`src/rtl/scan_route_pkg.sv`:
```
package scan_route_pkg;
  localparam int MODE_W    = 8;
  localparam int N_LSP     = 3;
  localparam int STOP_BIT  = 3;
  localparam int LOOP_BIT  = 4;
  localparam int STAT_BIT  = 7;
  localparam int CFG_W     = LOOP_BIT + 1;
  localparam int RSV_W     = STAT_BIT - LOOP_BIT - 1;
  localparam logic [CFG_W-1:0] CFG_RESET = 5'b00001;
endpackage

```
`src/rtl/scan_mode_reg.sv`:
```
module scan_mode_reg
  import scan_route_pkg::*;
(
  input  logic              clk,
  input  logic              rst,
  input  logic              we,
  input  logic [MODE_W-1:0] wdata,
  input  logic              ctr_zero,
  output logic [MODE_W-1:0] mode_q
);
  logic [CFG_W-1:0] cfg_q;
  logic             stat_q;
  logic             unused_wbits;

  assign unused_wbits = ^wdata[MODE_W-1:CFG_W];

  always_ff @(posedge clk) begin
    if (rst) begin
      cfg_q <= CFG_RESET;
    end else if (we) begin
      cfg_q <= wdata[CFG_W-1:0];
    end
  end

  always_ff @(posedge clk) begin
    if (rst) stat_q <= 1'b0;
    else     stat_q <= ctr_zero;
  end

  assign mode_q = {stat_q, {RSV_W{1'b0}}, cfg_q};
endmodule

```
`src/rtl/scan_chain_path.sv`:
```
module scan_chain_path #(
  parameter int REG_LEN = 4,
  parameter int N_PORT  = 3
) (
  input  logic              clk,
  input  logic              rst,
  input  logic              tdi,
  input  logic [N_PORT-1:0] sel,
  input  logic [N_PORT-1:0] lsp_tdi,
  output logic [N_PORT-1:0] lsp_tdo,
  output logic              tdo
);
  logic [REG_LEN-1:0] ireg_q;
  logic [N_PORT-1:0]  pad_q;
  logic [N_PORT:0]    node;

  // internal register path ahead of all ports
  always_ff @(posedge clk) begin
    if (rst) begin
      ireg_q <= '0;
    end else begin
      ireg_q[0] <= tdi;
      for (int k = 1; k < REG_LEN; k++) ireg_q[k] <= ireg_q[k-1];
    end
  end

  assign node[0] = ireg_q[REG_LEN-1];

  for (genvar g = 0; g < N_PORT; g++) begin : g_port
    always_ff @(posedge clk) begin
      if (rst) pad_q[g] <= 1'b0;
      else     pad_q[g] <= lsp_tdi[g];
    end
    assign lsp_tdo[g]  = sel[g] ? node[g]  : 1'b1;
    assign node[g+1]   = sel[g] ? pad_q[g] : node[g];
  end

  assign tdo = node[N_PORT];
endmodule

```
`src/rtl/scan_tck_gate.sv`:
```
module scan_tck_gate (
  input  logic clk,
  input  logic rst,
  input  logic stop,
  output logic tck
);
  logic run_q;

  // enable moves only while clk is low, so the AND cannot glitch
  always_ff @(negedge clk) begin
    if (rst) run_q <= 1'b1;
    else     run_q <= ~stop;
  end

  assign tck = clk & run_q;
endmodule

```
`src/rtl/scan_route_top.sv`:
```
module scan_route_top
  import scan_route_pkg::*;
#(
  parameter int REG_LEN = 4
) (
  input  logic              clk,
  input  logic              rst,
  input  logic              tdi,
  output logic              tdo,
  input  logic              parked,
  input  logic              mode_we,
  input  logic [MODE_W-1:0] mode_wdata,
  input  logic              ctr_zero,
  output logic [MODE_W-1:0] mode_q,
  output logic [N_LSP-1:0]  lsp_tdo,
  input  logic [N_LSP-1:0]  lsp_tdi,
  output logic [N_LSP-1:0]  lsp_tck
);
  logic [N_LSP-1:0] sel;
  logic             bypass;
  logic             stop;

  scan_mode_reg u_mode (
    .clk      (clk),
    .rst      (rst),
    .we       (mode_we),
    .wdata    (mode_wdata),
    .ctr_zero (ctr_zero),
    .mode_q   (mode_q)
  );

  assign bypass = parked | mode_q[LOOP_BIT];
  assign sel    = bypass ? '0 : mode_q[N_LSP-1:0];
  assign stop   = parked & mode_q[STOP_BIT];

  scan_chain_path #(.REG_LEN(REG_LEN), .N_PORT(N_LSP)) u_path (
    .clk     (clk),
    .rst     (rst),
    .tdi     (tdi),
    .sel     (sel),
    .lsp_tdi (lsp_tdi),
    .lsp_tdo (lsp_tdo),
    .tdo     (tdo)
  );

  for (genvar g = 0; g < N_LSP; g++) begin : g_gate
    scan_tck_gate u_gate (
      .clk  (clk),
      .rst  (rst),
      .stop (stop),
      .tck  (lsp_tck[g])
    );
  end
endmodule

```
`config.mk`:
```
export PLATFORM = sky130hd
export DESIGN_NAME = scan_route_top
export DESIGN_NICKNAME = d
export VERILOG_FILES = /design/src/rtl/scan_route_pkg.sv /design/src/rtl/scan_mode_reg.sv /design/src/rtl/scan_chain_path.sv /design/src/rtl/scan_tck_gate.sv /design/src/rtl/scan_route_top.sv
export SDC_FILE = /design/constraint.sdc
export NUM_CORES = 1
export LEC_CHECK = 0
export CAP_MARGIN = 10
export CORE_MARGIN = 1
export CORE_UTILIZATION = 39
export DETAILED_ROUTE_END_ITERATION = 10
export PLACE_DENSITY_LB_ADDON = 0.2
export SYNTH_ARGS = -nofsm -noshare
export SYNTH_HDL_FRONTEND = slang
export SYNTH_SLANG_ARGS = --single-unit
```
`constraint.sdc`:
```
create_clock -name clk -period 2.87 [get_ports clk]
set_clock_uncertainty 0.15 [all_clocks]
set_input_delay 0.287 -clock clk [delete_from_list [all_inputs] [get_ports clk]]
set_output_delay 0.287 -clock clk [all_outputs]
set_load 0.02 [all_outputs]
```
==> impl_metrics.yaml <==
critical_path:
  crit_fanout: 2
  cp-start-kind: "flip-flop"
  crit_type: "reg2out"
  r2r-end: "g_gate[1].u_gate.run_q$_SDFF_NP1_"
  cp.required_ns: 2.43
  r2r-start: "u_mode.cfg_q[3]$_SDFFE_PP0P_"
  r2r_cells: 1
  rrSetupSlack_ns: 0.79
  arrival_ns: 2.56
  end_kind: "primary output"
global_routing:
  grt_max_degree: 14
  grt_overflow_total: 0
  grt_usage: 0.200
  antenna_found_initial: 0
  grt_pass1_wl_mm: 1.90
  grt_pass1_vias: 489
min_path:
  holdPathEnd: "u_path.ireg_q[3]$_SDFF_PP0_"
  hold_start: "u_path.ireg_q[2]$_SDFF_PP0_"
  hold_path.class: "reg2reg"
  hold_depth: 1
yosys:
  yosysSeqAreaShare: 0.484
  syn_avg_cell_area_um2: 9.82
  ys_warn_count: 0
  synthXorXnorAreaFrac: 0
  synth_cell_types: 22
  syn_area_um2: 579
  synth-compound-area-share: 0.0842
  yosys.area_share.adder: 0
  yosys_register_bits: 14
  synth-simple-area-share: 0.246
  synthMuxAreaShare: 0.0691
  synth_top_family_by_area: "simple AND/OR/NAND/NOR gates"
  syn_inst: 59
floorplanning:
  io_pins: 32
  fp.dieH_um: 40.5
  core_um2: 1330
  num_rows: 13
  start_util: 0.434
  die_w_um: 40.5
  dieArea_um2: 1640
clocking:
  clock_latency_ns: 0.38
  cts_hold_buffers: 0
  path_clk_slew_ns: 0.09
  cts_tree: "built"
  cts_setup_buffers: 0
place:
  place_area_um2: 817
  dp_hpwl_um: 798
  place.gp.congestion: 0.623
  place_inst: 94
  port_buffers: 26
  preCtsSetupSlack_ns: -0.0196
run_status:
  violations: "negative setup slack"
  status: "complete, but fails checks"
routing:
  drt_wl_total_mm: 1.25
  avgRoutedWirePerCell_um: 11.7
  drtPass1Iterations: 2
  ant_nets: 0
  avgViaCountPerCell: 4.64
  drc: 0
  vias: 497
  drtIter0Drc: 9
pwr:
  p_leak_nw: 0.403
  combPwrFrac: 0.092
  p_int_w: 0.000570
  switchingPower_w: 0.000242
  ir_drop_mv: 0.511
  power.share.switching: 0.298
  power.density_nw_per_um2: 873
  p_seq_frac: 0.259
  clock_power_share: 0.650
  power_w: 0.000813
cells_and_area:
  diodes: 0
  fin_area_um2: 931
  drive_gt1_frac: 0.228
  area_delta_synth_final_pct: 60.7
  final_cells: 107
  layout.nets: 109
sta:
  rsz0062_at_grt: "true"
  setup_ws_ns: -0.125
  drv_slew: 0
  hold_viol_final: 0
  tns_ns: -0.372
  setup_viol: 4
job:
  maxCapViolations: 0
[cells in the final DEF, fill, tap and decap left out]
cell / instances
a211o_1: 1
a211oi_1: 1
a21oi_1: 1
a221oi_2: 1
and2_2: 1
and2_4: 1
and3_1: 1
buf_4: 1
buf_6: 3
buf_8: 2
clkbuf_1: 1
clkbuf_2: 1
clkbuf_4: 9
clkdlybuf4s50_1: 23
conb_1: 2
dfxtp_1: 13
dfxtp_2: 1
inv_1: 3
mux2i_1: 4
nand3_1: 1
nand3b_1: 2
nor2_1: 5
nor2b_1: 9
nor2b_2: 1
o211ai_1: 1
o21ai_0: 1
or3b_1: 1
or4b_1: 1
[worst max-delay path by stage]
stage | from | endpoint | slack [ns]
after floorplan | g_gate[1].u_gate.run_q$_SDFF_NP1_ | lsp_tck[0] | 0.42
after global placement | g_gate[1].u_gate.run_q$_SDFF_NP1_ | lsp_tck[0] | -0.02
after detailed placement | g_gate[1].u_gate.run_q$_SDFF_NP1_ | lsp_tck[0] | -0.02
after CTS | g_gate[1].u_gate.run_q$_SDFF_NP1_ | lsp_tck[2] | -0.15
after global routing | g_gate[1].u_gate.run_q$_SDFF_NP1_ | lsp_tck[1] | -0.17
final | g_gate[1].u_gate.run_q$_SDFF_NP1_ | lsp_tck[2] | -0.13
[logic make-up (layout without fill, tap and decap cells)]
family	Yosys count	count (layout)
and+or+nand+nor	23	23
DFF	14	14
buffers and inverters	11	43
AOI/OAI and AO/OA	6	6
muxes	4	4
other	1	2
[power groups by stage]
| stage | Combinational (W) | Sequential [W] | Clock [W] |
|---|---|---|---|
| after global placement | 0.0000732 | 0.000214 | 0.000156 |
| after floorplan | 0.0000338 | 0.000218 | 0.000139 |
| after CTS | 0.0000745 | 0.000210 | 0.000525 |
| after global routing | 0.0000805 | 0.000212 | 0.000572 |
| after detailed placement | 0.0000742 | 0.000214 | 0.000156 |
| final | 0.0000744 | 0.000210 | 0.000528 |
[critical path: stages (launching register included)]
cell and delay, ns:
dfxtp_2 0.30, and2_4 0.15, buf_8 0.12, buf_6 0.12
[final cells by class]
cell class | instances | area [um2]
clock buffer | 16 | 140
clock inverter | 1 | 3.75
fill | 122 | 403
inverter | 2 | 7.51
multi-input combinational | 35 | 241
sequential | 14 | 282
tap | 15 | 18.8
timing repair buffer | 24 | 238
[cell usage after synthesis]
master | instances | area share
dfxtp_1 | 14 | 0.48
or4b_1 | 1 | 0.017
and3_1 | 1 | 0.011
mux2i_1 | 4 | 0.069
a21oi_1 | 1 | 0.0086
nand3_1 | 1 | 0.0086
o211ai_1 | 1 | 0.013
nor2b_2 | 1 | 0.015
and2_2 | 1 | 0.013
o21ai_0 | 1 | 0.0086
nand3b_1 | 2 | 0.026
nor2b_1 | 9 | 0.097
inv_1 | 3 | 0.019
and2_1 | 1 | 0.011
nor2_1 | 5 | 0.032
conb_1 | 1 | 0.0065
a211oi_1 | 1 | 0.013
or3b_1 | 1 | 0.015
clkbuf_1 | 2 | 0.013
a211o_1 | 1 | 0.015
buf_4 | 6 | 0.078
a221oi_2 | 1 | 0.026
[state kept, by name, summed over array words and instances, names as in the netlist]
register	flops
g_gate.u_gate.run_q	1
u_mode.cfg_q	5
u_mode.stat_q	1
u_path.ireg_q	4
u_path.pad_q	3
[timing repair]
action / in CTS / in global routing
resized for setup: 22 / 2
pin swaps: 1 / 0
endpoints found under the setup margin: 4 / 4
[metal layers]
metal | GRT usage | routed length [um] | share of wire
met5 | 0 | 0 | 0
met4 | 0.183 | 38 | 0.030
met3 | 0.156 | 102 | 0.081
met2 | 0.290 | 569 | 0.45
met1 | 0.174 | 542 | 0.43
[metrics by stage]
step / utilization / hold WS [ns]
final: 0.698 / 0.299
after global routing: 0.698 / 0.293
after CTS: 0.696 / 0.301
after detailed placement: 0.613 / 0.273
after global placement: 0.613 / 0.268
after floorplan: - / 0.209
Note: power is estimated with default switching activity, not from simulation.
